==> src/rtl/fracModPkg.sv <==
package fracModPkg;
  localparam int MASH_STAGES = 4;
  localparam int ORD_W       = 3;
  localparam int CORR_W      = 6;

  typedef struct packed {
    logic clear;
    logic step;
  } modCtrl_t;
endpackage

==> src/rtl/fracModStage.sv <==
module fracModStage #(
  parameter int W = 32
) (
  input  logic [W-1:0] accIn,
  input  logic [W-1:0] addIn,
  input  logic [W-1:0] den,
  output logic [W-1:0] accOut,
  output logic         carry
);
  logic [W:0] sum;
  logic [W:0] wrapped;

  assign sum     = {1'b0, accIn} + {1'b0, addIn};
  assign wrapped = sum - {1'b0, den};
  assign carry   = (sum >= {1'b0, den});
  assign accOut  = carry ? wrapped[W-1:0] : sum[W-1:0];
endmodule

==> src/rtl/fracModCtrl.sv <==
module fracModCtrl
  import fracModPkg::*;
#(
  parameter int INT_W  = 19,
  parameter int FRAC_W = 32
) (
  input  logic              clk,
  input  logic              rstN,
  input  logic              loadStb,
  input  logic              enable,
  input  logic [INT_W-1:0]  cfgInt,
  input  logic [FRAC_W-1:0] cfgNum,
  input  logic [FRAC_W-1:0] cfgDen,
  input  logic [ORD_W-1:0]  cfgOrder,
  output modCtrl_t          ctrl,
  output logic [INT_W-1:0]  actInt,
  output logic [FRAC_W-1:0] actNum,
  output logic [FRAC_W-1:0] actDen,
  output logic [ORD_W-1:0]  actOrder,
  output logic              cfgErr
);
  logic cfgOk;

  assign cfgOk = (cfgDen != '0) && (cfgNum < cfgDen) &&
                 (cfgOrder <= ORD_W'(MASH_STAGES));

  always_comb begin
    ctrl.clear = loadStb && cfgOk;
    ctrl.step  = enable && !ctrl.clear;
  end

  always_ff @(posedge clk or negedge rstN) begin
    if (!rstN) begin
      actInt   <= '0;
      actNum   <= '0;
      actDen   <= FRAC_W'(1);
      actOrder <= '0;
      cfgErr   <= 1'b0;
    end else if (loadStb) begin
      if (cfgOk) begin
        actInt   <= cfgInt;
        actNum   <= cfgNum;
        actDen   <= cfgDen;
        actOrder <= cfgOrder;
        cfgErr   <= 1'b0;
      end else begin
        cfgErr   <= 1'b1;
      end
    end
  end
endmodule

==> src/rtl/fracModDatapath.sv <==
module fracModDatapath
  import fracModPkg::*;
#(
  parameter int INT_W  = 19,
  parameter int FRAC_W = 32
) (
  input  logic              clk,
  input  logic              rstN,
  input  modCtrl_t          ctrl,
  input  logic [INT_W-1:0]  actInt,
  input  logic [FRAC_W-1:0] actNum,
  input  logic [FRAC_W-1:0] actDen,
  input  logic [ORD_W-1:0]  actOrder,
  output logic [INT_W:0]    divVal,
  output logic              divValid
);
  localparam int OUT_W = INT_W + 1;

  logic [FRAC_W-1:0]      acc     [MASH_STAGES];
  logic [FRAC_W-1:0]      accNext [MASH_STAGES];
  logic [MASH_STAGES-1:0] carry;
  logic                   c2d1;
  logic [1:0]             c3d;
  logic [2:0]             c4d;
  logic signed [CORR_W-1:0] t1, t2, t3, t4, corr;
  logic [OUT_W-1:0]       nextVal;

  for (genvar s = 0; s < MASH_STAGES; s++) begin : g_stage
    if (s == 0) begin : g_first
      fracModStage #(.W(FRAC_W)) stage_i (
        .accIn(acc[s]), .addIn(actNum), .den(actDen),
        .accOut(accNext[s]), .carry(carry[s]));
    end else begin : g_chain
      fracModStage #(.W(FRAC_W)) stage_i (
        .accIn(acc[s]), .addIn(accNext[s-1]), .den(actDen),
        .accOut(accNext[s]), .carry(carry[s]));
    end
  end

  function automatic logic signed [CORR_W-1:0] sx(input logic b);
    return $signed({{(CORR_W-1){1'b0}}, b});
  endfunction

  always_comb begin
    t1 = sx(carry[0]);
    t2 = sx(carry[1]) - sx(c2d1);
    t3 = sx(carry[2]) - 6'sd2 * sx(c3d[0]) + sx(c3d[1]);
    t4 = sx(carry[3]) - 6'sd3 * sx(c4d[0]) + 6'sd3 * sx(c4d[1]) - sx(c4d[2]);
    case (actOrder)
      3'd1:    corr = t1;
      3'd2:    corr = t1 + t2;
      3'd3:    corr = t1 + t2 + t3;
      3'd4:    corr = t1 + t2 + t3 + t4;
      default: corr = '0;
    endcase
    nextVal = {1'b0, actInt} + {{(OUT_W-CORR_W){corr[CORR_W-1]}}, corr};
  end

  always_ff @(posedge clk or negedge rstN) begin
    if (!rstN) begin
      for (int s = 0; s < MASH_STAGES; s++) acc[s] <= '0;
      c2d1     <= 1'b0;
      c3d      <= '0;
      c4d      <= '0;
      divVal   <= '0;
      divValid <= 1'b0;
    end else if (ctrl.clear) begin
      for (int s = 0; s < MASH_STAGES; s++) acc[s] <= '0;
      c2d1     <= 1'b0;
      c3d      <= '0;
      c4d      <= '0;
      divValid <= 1'b0;
    end else if (ctrl.step) begin
      for (int s = 0; s < MASH_STAGES; s++) acc[s] <= accNext[s];
      c2d1     <= carry[1];
      c3d      <= {c3d[0], carry[2]};
      c4d      <= {c4d[1:0], carry[3]};
      divVal   <= nextVal;
      divValid <= 1'b1;
    end else begin
      divValid <= 1'b0;
    end
  end
endmodule

==> src/rtl/fracNModulator.sv <==
module fracNModulator
  import fracModPkg::*;
#(
  parameter int INT_W  = 19,
  parameter int FRAC_W = 32
) (
  input  logic              clk,
  input  logic              rstN,
  input  logic              loadStb,
  input  logic              enable,
  input  logic [INT_W-1:0]  cfgInt,
  input  logic [FRAC_W-1:0] cfgNum,
  input  logic [FRAC_W-1:0] cfgDen,
  input  logic [ORD_W-1:0]  cfgOrder,
  output logic [INT_W:0]    divVal,
  output logic              divValid,
  output logic              cfgErr
);
  modCtrl_t          ctrl;
  logic [INT_W-1:0]  actInt;
  logic [FRAC_W-1:0] actNum;
  logic [FRAC_W-1:0] actDen;
  logic [ORD_W-1:0]  actOrder;

  fracModCtrl #(.INT_W(INT_W), .FRAC_W(FRAC_W)) ctrl_i (
    .clk(clk), .rstN(rstN), .loadStb(loadStb), .enable(enable),
    .cfgInt(cfgInt), .cfgNum(cfgNum), .cfgDen(cfgDen), .cfgOrder(cfgOrder),
    .ctrl(ctrl), .actInt(actInt), .actNum(actNum), .actDen(actDen),
    .actOrder(actOrder), .cfgErr(cfgErr));

  fracModDatapath #(.INT_W(INT_W), .FRAC_W(FRAC_W)) dp_i (
    .clk(clk), .rstN(rstN), .ctrl(ctrl), .actInt(actInt), .actNum(actNum),
    .actDen(actDen), .actOrder(actOrder), .divVal(divVal), .divValid(divValid));
endmodule

==> config.mk <==
export PLATFORM = sky130hd
export DESIGN_NAME = fracNModulator
export DESIGN_NICKNAME = d
export VERILOG_FILES = /design/src/rtl/fracModPkg.sv /design/src/rtl/fracModStage.sv /design/src/rtl/fracModCtrl.sv /design/src/rtl/fracModDatapath.sv /design/src/rtl/fracNModulator.sv
export SDC_FILE = /design/constraint.sdc
export NUM_CORES = 1
export LEC_CHECK = 0
export ABC_AREA = 1
export BUFFER_PORTS_ARGS = -buffer_cell sky130_fd_sc_hd__buf_2
export CAP_MARGIN = 5
export CORE_AREA = 4 4 340 342
export CTS_CLUSTER_DIAMETER = 120
export DETAILED_ROUTE_END_ITERATION = 10
export DIE_AREA = 0 0 344 346
export GPL_ROUTABILITY_DRIVEN = 0
export HOLD_SLACK_MARGIN = 0.05
export PLACE_DENSITY = 0.48
export SLEW_MARGIN = 20
export SYNTH_ARGS = -nofsm -noshare
export SYNTH_HDL_FRONTEND = slang
export SYNTH_HIERARCHICAL = 1
export SYNTH_SLANG_ARGS = --single-unit
export TNS_END_PERCENT = 10
==> constraint.sdc <==
create_clock -name clk -period 21.8 [get_ports clk]
set_clock_uncertainty 0.2 [all_clocks]
set_input_delay 3.27 -clock clk [delete_from_list [all_inputs] [get_ports clk]]
set_output_delay 3.27 -clock clk [all_outputs]
set_load 0.05 [all_outputs]
==> flow_summary.json, run 1 <==
{
  "outcome": "finished clean",
  "timing.fmax_mhz": 50.80,
  "grt_max_degree": 88,
  "design.core.area_sq_mm": 0.1123,
  "cp_num_buf_inv": 4,
  "cp-end-kind": "register",
  "synth-edff-count": 0,
  "via_count": 35770,
  "clk_latency_ps": 590,
  "grt_pass1_wl_mm": 210.8,
  "slowest_delay_ps": 730,
  "dieArea_sq_mm": 0.1190,
  "synth_fp_nets": 6273,
  "ios": 112,
  "setup_viol": 0,
  "slew_viol_final": 0,
  "tritoncts": "yes",
  "wirelength_mm": 139.6,
  "clkTransAtPathRegs_ps": 60,
  "required_ps": 22040,
  "start_kind": "register",
  "cts-htree-levels": 2,
  "initial_core_util_pct": 29.93,
  "cts_setup_buffers": 0,
  "place_area_sq_mm": 0.03567,
  "drc": 0,
  "ctsHoldBuffers": 0,
  "rsz0062_at_grt": "no",
  "cpLargestDelayFamily": "simple AND/OR/NAND/NOR gates",
  "syn_avg_cell_area_sq_um": 5.748,
  "portBuffers": 111,
  "die_w_um": 344,
  "fin_crit_sh_pct": 90.30,
  "crit_path_frequent_cell": "nand2_1",
  "critical_path.slowest_cell": "nor2_4",
  "synth_cell_types": 52,
  "grt_pass1_vias": 34940,
  "post_cts_resized": 0,
  "netlist_area_sq_mm": 0.03362,
  "drive_gt1_share_pct": 6.990,
  "finalWorstSetupSlack_ps": 2115,
  "die_h_um": 346,
  "period_needed_ps": 19680,
  "critical_path.max_fanout": 35,
  "via_per_inst": 4.789,
  "dp_slack_ps": 2503,
  "drt-initial-drc-count": 2719,
  "worstHoldPathType": "register to register",
  "relSlewSlack_pct": 25.13,
  "antenna_found_initial": 5,
  "hold_viol": 0,
  "async_flop_share_pct": 100.0,
  "wl_met2_mm": 61.20,
  "grt_overflow": 0,
  "met3_length_mm": 7.821,
  "ys_ff_latch": 242,
  "ys_warn_count": 6,
  "cts_max_path_buffers": 3,
  "cts_sinks": 242,
  "track_usage_pct": 22.96,
  "dr.pass1.iters": 6,
  "tightest_slew_ps": 1123,
  "ys_seq_area_share_pct": 18.02,
  "root_buffer": "clkbuf_16",
  "dp_hpwl_mm": 115.2,
  "wl_per_cell_um": 18.68,
  "fin_nets": 6366,
  "area_growth_pct": 9.750,
  "highest_layer": "met5",
  "maxCapViolCount": 0,
  "postSynthCellCount": 5849,
  "fin_area_sq_mm": 0.03690,
  "numCtsBuffers": 35,
  "path_class": "register to register",
  "tns_ps": 0,
  "ant_nets": 0,
  "ys.flop_type": "dfrtp_1",
  "arrival_ps": 19930,
  "placementRows": 123,
  "met1_length_mm": 63.57
}
stage by stage:
stage | hold slack (ps) | std cells | util, %
after floorplan | 245.9 | 5849 | -
after detailed placement | 264.7 | 7405 | 31.75
after CTS | 279.6 | 7466 | 32.84
after global placement | 261.7 | 7405 | 31.75
final | 274.8 | 7470 | 32.84
after global routing | 300.6 | 7466 | 32.84
metal layers:
| metal | vias to the layer above | GRT usage (%) |
|---|---|---|
| met3 | 214 | 2.884 |
| li1 | 18170 | - |
| met4 | 4 | 9.675 |
| met2 | 952 | 37.06 |
| met5 | - | 0 |
| met1 | 16430 | 30.86 |
cell families (layout without fill, tap and decap cells):
group | count (synthesis) | count (layout) | synth area share, %
AND/OR/NAND/NOR | 3373 | 3373 | 42.13
buffers and inverters | 1246 | 1363 | 14.95
AO/OA/AOI/OAI | 505 | 505 | 8.195
adder cells (fa/ha/maj) | 334 | 334 | 12.83
flip-flops | 242 | 242 | 18.02
XOR/XNOR | 149 | 149 | 3.882
other | 0 | 4 | 0
worst min-delay path, delay by kind of cell (launching register included):
kind	cells	cell delay, ps
simple gates	2	100
flops	1	340
area by class of cell:
| type | instances | area, sq um |
|---|---|---|
| multi-input cells | 4361 | 22560 |
| inverters | 1153 | 4328 |
| clock inverters | 17 | 246.5 |
| well taps | 1500 | 1877 |
| repair buffers | 149 | 850.8 |
| diodes | 4 | 10.01 |
| clock buffers | 44 | 970.9 |
| fillers | 12940 | 75450 |
| flip-flops and latches | 242 | 6057 |
synthesized netlist by cell type (2+ instances only):
library cell,number,area [sq um]
nand2_1,2298,8626
inv_1,1132,4249
nand3_1,437,2187
nor2_1,335,1257
ha_1,316,3954
dfrtp_1,241,6031
a21oi_1,218,1091
o21ai_0,140,700.7
xor2_1,133,1165
nand2_2,106,663.1
o21ai_1,61,305.3
nand4_1,53,331.6
nor3_1,51,255.2
buf_2,37,185.2
o21bai_1,32,240.2
nor2_2,21,131.4
buf_6,20,225.2
clkbuf_1,19,71.32
fa_1,18,360.4
inv_2,18,67.56
xnor2_1,16,140.1
a21oi_2,15,131.4
nand3_2,14,140.1
nor2_4,13,146.4
a21o_1,12,90.09
nand3b_1,11,82.58
buf_4,10,75.07
nor4_1,10,62.56
buf_12,7,140.1
a31oi_1,6,37.54
o21a_1,6,45.04
o22ai_1,5,31.28
nand2_4,4,45.04
nor3_2,4,40.04
a21boi_0,3,22.52
and2_1,3,18.77
clkinv_1,3,11.26
nand3_4,3,52.55
nor3b_2,3,37.54
o211ai_1,2,15.01
or2_2,2,12.51
placed cells by master, fill, tap and decap left out, drive strengths merged, types with 44 or more instances in the layout:
cell type,count
clkbuf,44
inv,1153
nand3,454
ha,316
dfrtp,241
nor2,370
nor3,56
a21oi,233
nand2,2409
xor2,133
o21ai,202
buf,149
nand4,53
state kept, by name (all words and copies together) (netlist names):
register / count
dp_i/acc: 128
ctrl_i/actDen: 32
ctrl_i/actNum: 32
dp_i/divVal: 20
ctrl_i/actInt: 19
ctrl_i/actOrder: 3
dp_i/c4d: 3
dp_i/c3d: 2
ctrl_i/cfgErr: 1
dp_i/c2d1: 1
dp_i/divValid: 1
final timing paths:
kind	start	end	slack, ps	depth (start not counted)
min reg2reg	ctrl_i/actNum[18]$_DFFE_PN0P_	ctrl_i/actNum[18]$_DFFE_PN0P_	270	2
min	ctrl_i/actNum[18]$_DFFE_PN0P_	ctrl_i/actNum[18]$_DFFE_PN0P_	270	2
max in group asynchronous	rstN	dp_i/divVal[10]$_DFFE_PN0P_	16930	3
min in group asynchronous	rstN	dp_i/acc[85]$_DFFE_PN0P_	2470	1
max	ctrl_i/actNum[0]$_DFFE_PN0P_	dp_i/divVal[14]$_DFFE_PN0P_	2120	104
max reg2reg	ctrl_i/actNum[0]$_DFFE_PN0P_	dp_i/divVal[14]$_DFFE_PN0P_	2120	104
Power of run 1 is not shown: default switching activity piles up to over one toggle a cycle in this logic, so the estimate is an artifact.
==> run 2, diff against run 1 <==
--- a/config.mk
+++ b/config.mk
@@ -5,16 +5,16 @@
 export SDC_FILE = /design/constraint.sdc
 export NUM_CORES = 1
 export LEC_CHECK = 0
-export ABC_AREA = 1
 export BUFFER_PORTS_ARGS = -buffer_cell sky130_fd_sc_hd__buf_2
 export CAP_MARGIN = 5
-export CORE_AREA = 4 4 340 342
+export CORE_AREA = 4 4 305 307
 export CTS_CLUSTER_DIAMETER = 120
 export DETAILED_ROUTE_END_ITERATION = 10
-export DIE_AREA = 0 0 344 346
+export DIE_AREA = 0 0 309 311
 export GPL_ROUTABILITY_DRIVEN = 0
 export HOLD_SLACK_MARGIN = 0.05
-export PLACE_DENSITY = 0.48
+export PLACE_DENSITY = 0.49
+export RECOVER_POWER = 50
 export SLEW_MARGIN = 20
 export SYNTH_ARGS = -nofsm -noshare
 export SYNTH_HDL_FRONTEND = slang
==> constraint.sdc (replaced) <==
create_clock -name clk -period 21.8 [get_ports clk]
set_clock_uncertainty 0.2 [all_clocks]
set_input_delay 3.27 -clock clk [delete_from_list [all_inputs] [get_ports clk]]
set_output_delay 3.27 -clock clk [all_outputs]
set_load 0.005 [all_outputs]
==> run 2 against run 1 <==
  * Routed wire length decreased by 41%
  * Die area decreased by 19%
  * Via count decreased by 34%
  * Core utilization increased by 1.0 points
  * The flow now finishes with violations (max-capacitance violations, max-slew violations)
  * Final cell count decreased by 40%
  * Fmax decreased by 5.0%
  * Hold slack about the same
  * Global-route usage decreased by 6.1 points
  * First-iteration DRC count decreased by 54%
  * Register-to-register slack got worse by 1000 ps
  * Critical path depth decreased by 7
  * Synthesized area decreased by 20%
==> flow_summary.json, run 2 <==
{
  "outcome": "finished with violations",
  "failed_checks": "max-capacitance violations, max-slew violations",
  "ys_warn_count": 6,
  "clkTransAtPathRegs_ps": 60,
  "postSynthCellCount": 3162,
  "drt-initial-drc-count": 1251,
  "hold_viol": 0,
  "final_common_cell": "ha_1",
  "worstHoldPathType": "register to register",
  "ys_ff_latch": 242,
  "synth_top_area_cell": "dfrtp_1",
  "portBuffers": 111,
  "cts_sinks": 242,
  "dp_hpwl_mm": 66.07,
  "crit_path_frequent_cell": "ha_1",
  "holdCritStartpoint": "dp_i/divVal[0]$_DFFE_PN0P_",
  "tightest_slew_ps": 3864,
  "numCtsBuffers": 34,
  "relSlewSlack_pct": -157.6,
  "dr.pass1.iters": 7,
  "synthDominantCellAreaShare_pct": 22.37,
  "grt_pass1_vias": 22770,
  "critPathLaunch": "dp_i/acc[96]$_DFFE_PN0P_",
  "period_needed_ps": 20720,
  "grt_overflow": 0,
  "track_usage_pct": 16.81,
  "largest_reg_flops": 128,
  "tns_ps": 0,
  "ys.flop_type": "dfrtp_1",
  "via_count": 23440,
  "via_per_inst": 5.241,
  "layout_common_cells": "304 x ha_1, 261 x a21oi_1, 251 x nor2_1, 241 x inv_1, 241 x dfrtp_1",
  "start_kind": "register",
  "ant_nets": 0,
  "slowest_delay_ps": 570,
  "slew_viol_final": 249,
  "die_w_um": 309,
  "ctsHoldBuffers": 0,
  "cts_max_path_buffers": 3,
  "netlist_area_sq_mm": 0.02696,
  "root_buffer": "clkbuf_16",
  "tritoncts": "yes",
  "initial_core_util_pct": 29.95,
  "design.core.area_sq_mm": 0.09001,
  "critical_path.slowest_cell": "fa_1",
  "synth.most_common_cell": "ha_1",
  "path_class": "register to register",
  "synth_fp_nets": 3586,
  "synth_cell_types": 96,
  "placementRows": 110,
  "arrival_ps": 21020,
  "drive_gt1_share_pct": 14.60,
  "reg_top3": "dp_i/acc x128, ctrl_i/actDen x32, ctrl_i/actNum x32",
  "synth-edff-count": 0,
  "cp-end-kind": "register",
  "drc": 0,
  "die_h_um": 311,
  "grt_pass1_wl_mm": 129.0,
  "setup_viol": 0,
  "required_ps": 22100,
  "area_growth_pct": 13.08,
  "critical_path.max_fanout": 18,
  "synth_common_cells": "316 x ha_1, 270 x a21oi_1, 251 x nor2_1",
  "clk_latency_ps": 580,
  "synthTopCellsByArea": "dfrtp_1 22%, ha_1 15%, mux2i_1 5.2%",
  "reg2reg_from": "dp_i/acc[96]$_DFFE_PN0P_",
  "syn_avg_cell_area_sq_um": 8.525,
  "dieArea_sq_mm": 0.09610,
  "grt_max_degree": 71,
  "maxCapViolCount": 4,
  "regMostFlops": "dp_i/acc",
  "timing.fmax_mhz": 48.27,
  "antenna_found_initial": 1,
  "wirelength_mm": 82.98,
  "fin_nets": 3692,
  "ios": 112,
  "wl_per_cell_um": 18.56,
  "fin_crit_sh_pct": 95.04,
  "cts-htree-levels": 2,
  "async_flop_share_pct": 100.0,
  "ys_seq_area_share_pct": 22.47
}
run 2: cell types whose count changed in the layout (fill, tap and decap cells not counted), moves of 38 or more:
cell,previous run,this run
nand2_1,2298,226
inv_1,1132,241
nand3_1,437,58
mux2i_1,0,140
xnor2_1,16,142
a21o_1,12,128
nand2_2,104,3
mux2_2,0,90
nor2_1,335,251
mux2_4,0,59
a21oi_1,218,261
xor2_1,133,90
o21a_1,6,44
run 2: timing repair:
item / CTS / global route
resized for setup: 1 / 82
setup endpoints to repair: 13 / 19
cloned: 0 / 1
setup buffers: 5 / 21
pin swaps: 1 / 32
run 2: metrics by stage:
stage	util (%)	hold WS [ps]	cells	area, sq um	setup slack (ps)
floorplan	-	269.8	3162	26960	2307
global placement	31.95	260.1	4381	28760	-108.3
detailed placement	31.95	259.6	4381	28760	-311.2
CTS	33.32	273.2	4448	29990	9.432
global route	33.86	320.0	4471	30480	-75.24
finish	33.86	275.0	4472	30480	1081
run 2: worst max-delay path: cells and delay by family, from the launching register on:
kind | cells | cell delay (ps)
xor gates and xnor gates | 4 | 570
adders and majority gates | 13 | 4920
and+or+nand+nor | 22 | 3620
DFF | 1 | 380
buffers and inverters | 8 | 1140
AOI/OAI and AO/OA | 49 | 9370
muxes | 1 | 380
run 2: worst paths after layout:
check,endpoint,slack [ps],cells past startpoint
worst max register to register,dp_i/divVal[19]$_DFFE_PN0P_,1080,97
worst max-delay path,dp_i/divVal[19]$_DFFE_PN0P_,1080,97
worst min-delay path,dp_i/divVal[0]$_DFFE_PN0P_,280,2
min in group asynchronous,dp_i/acc[9]$_DFFE_PN0P_,3850,1
max in group asynchronous,dp_i/divVal[2]$_DFFE_PN0P_,12720,2
worst min register to register,dp_i/divVal[0]$_DFFE_PN0P_,280,2
run 2: cells by family after synthesis:
logic type | share of synthesized area, %
buffers and inverters | 5.338
xor gates and xnor gates | 7.571
AOI/OAI and AO/OA | 22.76
adders and majority gates | 16.00
DFF | 22.47
and+or+nand+nor | 13.48
muxes | 12.37
run 2: area by class of cell:
cell class              instances  area [sq um]
clock inverters                13         147.6
repair buffers                171          1036
clock buffers                  49          1028
well taps                    1176          1471
fillers                      9508         59530
flip-flops and latches        242          6057
diodes                          2         5.005
multi-input cells            2573         19810
inverters                     246         930.9
run 2: routing by layer:
metal  GRT usage, %  share of wire (%)
met1          23.54                 48
met2          27.16                 45
met3          1.858                3.5
met4          5.110                3.2
met5              0                  0
Power of run 2 is left out for the same reason.
==> run 3, diff against run 2 <==
--- a/config.mk
+++ b/config.mk
@@ -5,15 +5,16 @@
 export SDC_FILE = /design/constraint.sdc
 export NUM_CORES = 1
 export LEC_CHECK = 0
+export ABC_AREA = 1
 export BUFFER_PORTS_ARGS = -buffer_cell sky130_fd_sc_hd__buf_2
 export CAP_MARGIN = 5
-export CORE_AREA = 4 4 305 307
+export CORE_AREA = 4 4 340 342
 export CTS_CLUSTER_DIAMETER = 120
 export DETAILED_ROUTE_END_ITERATION = 10
-export DIE_AREA = 0 0 309 311
+export DIE_AREA = 0 0 344 346
 export GPL_ROUTABILITY_DRIVEN = 0
 export HOLD_SLACK_MARGIN = 0.05
-export PLACE_DENSITY = 0.49
+export PLACE_DENSITY = 0.48
 export RECOVER_POWER = 50
 export SLEW_MARGIN = 20
 export SYNTH_ARGS = -nofsm -noshare
==> run 3 against run 2 <==
  * Sequential cell count unchanged
  * Largest cell class unchanged
  * Die area up 24%
  * Via count up 53%
  * Fmax up 5.0%
  * Final area up 21%
  * The flow still finishes with violations (max-capacitance violations, max-slew violations)
  * Critical path depth up 7
  * Register-to-register slack better by 980 ps
  * Global-route usage up 6.1 points
  * Sequential share of layout area down 3.4 points
  * Routed wire length up 68%
==> flow_summary.json, run 3 (synthesized netlist as in run 1, its figures left out) <==
{
  "critical_path.slowest_cell": "nor2_4",
  "ctsHoldBuffers": 0,
  "cp-end-kind": "register",
  "period_needed_ps": 19740,
  "fin_crit_sh_pct": 90.53,
  "drc": 0,
  "layout_common_cells": "2298 x nand2_1, 1132 x inv_1, 437 x nand3_1, 335 x nor2_1, 316 x ha_1",
  "cts_setup_buffers": 0,
  "wirelength_mm": 139.5,
  "drive_gt1_share_pct": 6.654,
  "grt_pass1_wl_mm": 210.8,
  "ios": 112,
  "root_buffer": "clkbuf_16",
  "regMostFlops": "dp_i/acc",
  "slowest_delay_ps": 740,
  "worstHoldPathType": "register to register",
  "clk_latency_ps": 590,
  "required_ps": 22040,
  "cts-htree-levels": 2,
  "tns_ps": 0,
  "design.core.area_sq_mm": 0.1123,
  "relSlewSlack_pct": -212.5,
  "tightest_slew_ps": 4688,
  "antenna_found_initial": 5,
  "numCtsBuffers": 35,
  "die_h_um": 346,
  "min_to": "ctrl_i/actNum[18]$_DFFE_PN0P_",
  "maxCapViolCount": 4,
  "failed_checks": "max-capacitance violations, max-slew violations",
  "wl_per_cell_um": 18.68,
  "dp_hpwl_mm": 115.2,
  "cp_num_buf_inv": 4,
  "setup_viol": 0,
  "start_kind": "register",
  "area_growth_pct": 9.601,
  "path_class": "register to register",
  "final_common_cell": "nand2_1",
  "drt-initial-drc-count": 2594,
  "r2r-end": "dp_i/divVal[14]$_DFFE_PN0P_",
  "post_cts_resized": 0,
  "arrival_ps": 19980,
  "timing.fmax_mhz": 50.67,
  "fin_nets": 6366,
  "crit_path_frequent_cell": "nand2_1",
  "tritoncts": "yes",
  "r2r_cells": 104,
  "via_count": 35850,
  "dr.pass1.iters": 5,
  "holdCritStartpoint": "ctrl_i/actNum[18]$_DFFE_PN0P_",
  "cts_sinks": 242,
  "reg_top3": "dp_i/acc x128, ctrl_i/actDen x32, ctrl_i/actNum x32",
  "placementRows": 123,
  "cts_max_path_buffers": 3,
  "largest_reg_flops": 128,
  "cpLargestDelayFamily": "simple AND/OR/NAND/NOR gates",
  "rsz0062_at_grt": "no",
  "slew_viol_final": 249,
  "outcome": "finished with violations",
  "track_usage_pct": 22.96,
  "hold_ws_ps": 274.0,
  "dieArea_sq_mm": 0.1190,
  "initial_core_util_pct": 29.93,
  "clkTransAtPathRegs_ps": 60,
  "hold_viol": 0,
  "num-fill-cells": 12950,
  "grt_max_degree": 88,
  "reg2reg_from": "ctrl_i/actNum[0]$_DFFE_PN0P_",
  "r2r_slack_ps": 2060,
  "portBuffers": 111,
  "holdPathStages": 2,
  "die_w_um": 344,
  "critical_path.max_fanout": 35,
  "grt_pass1_vias": 34940,
  "ant_nets": 0,
  "via_per_inst": 4.801,
  "grt_overflow": 0
}
==> run 3: cell count changes in the layout (fill, tap and decap cells not counted), sizes merged, moves of 31 or more <==
| cell | change |
|---|---|
| mux2i | -140 |
| a21o | -116 |
| nand2 | +2180 |
| inv | +906 |
| o21a | -38 |
| a31oi | -31 |
| a21oi | -41 |
| xor2 | +43 |
| nand3 | +396 |
| a211oi | -42 |
| mux2 | -152 |
| nor2 | +118 |
| xnor2 | -127 |
==> run 3: layer usage <==
metal	wire length, um	global-route usage (%)	share of wire [%]	vias to the layer above
met5	41	0	0.029	-
met3	7478	2.884	5.4	229
met1	63600	30.86	46	16510
li1	-	-	-	18170
met4	7045	9.675	5.1	6
met2	61310	37.06	44	942
==> run 3: worst max-delay path by stage <==
| stage | end | from | depth (start not counted) | slack (ps) |
|---|---|---|---|---|
| 6_report | dp_i/divVal[14]$_DFFE_PN0P_ | ctrl_i/actNum[0]$_DFFE_PN0P_ | 104 | 2060 |
| 5_1_grt | dp_i/divVal[14]$_DFFE_PN0P_ | ctrl_i/actNum[0]$_DFFE_PN0P_ | 104 | 640 |
| 3_5_place_dp | dp_i/divVal[13]$_DFFE_PN0P_ | ctrl_i/actNum[0]$_DFFE_PN0P_ | 94 | 2500 |
| 2_1_floorplan | dp_i/divVal[15]$_DFFE_PN0P_ | dp_i/acc[96]$_DFFE_PN0P_ | 109 | 7910 |
| 4_1_cts | dp_i/divVal[13]$_DFFE_PN0P_ | ctrl_i/actNum[0]$_DFFE_PN0P_ | 94 | 2390 |
| 3_3_place_gp | dp_i/divVal[15]$_DFFE_PN0P_ | ctrl_i/actNum[0]$_DFFE_PN0P_ | 97 | 2330 |
==> run 3: stage by stage <==
stage	utilization (%)	instance area, sq um	cells	worst slack (ps)
final	32.80	36850	7467	2064
after global routing	32.80	36850	7466	637.5
after CTS	32.84	36890	7466	2392
after detailed placement	31.75	35670	7405	2503
after global placement	31.75	35670	7405	2333
after floorplan	-	33620	5849	7912
==> run 3: area by class of cell <==
cell class,count,area (sq um),area share (%)
Sequential cell,242,6057,16.44
Tap cell,1500,1877,5.093
Inverter,1153,4328,11.74
Clock inverter,17,246.5,0.6689
Timing Repair Buffer,149,808.3,2.193
Multi-Input combinational cell,4361,22560,61.22
Clock buffer,44,970.9,2.635
Antenna cell,1,2.502,0.006791
==> run 3: worst min-delay path: cells and delay by family, from the launching register on <==
kind	cells	cell delay (ps)
DFF	1	340
and+or+nand+nor	2	100
Power of run 3 is left out for the same reason.
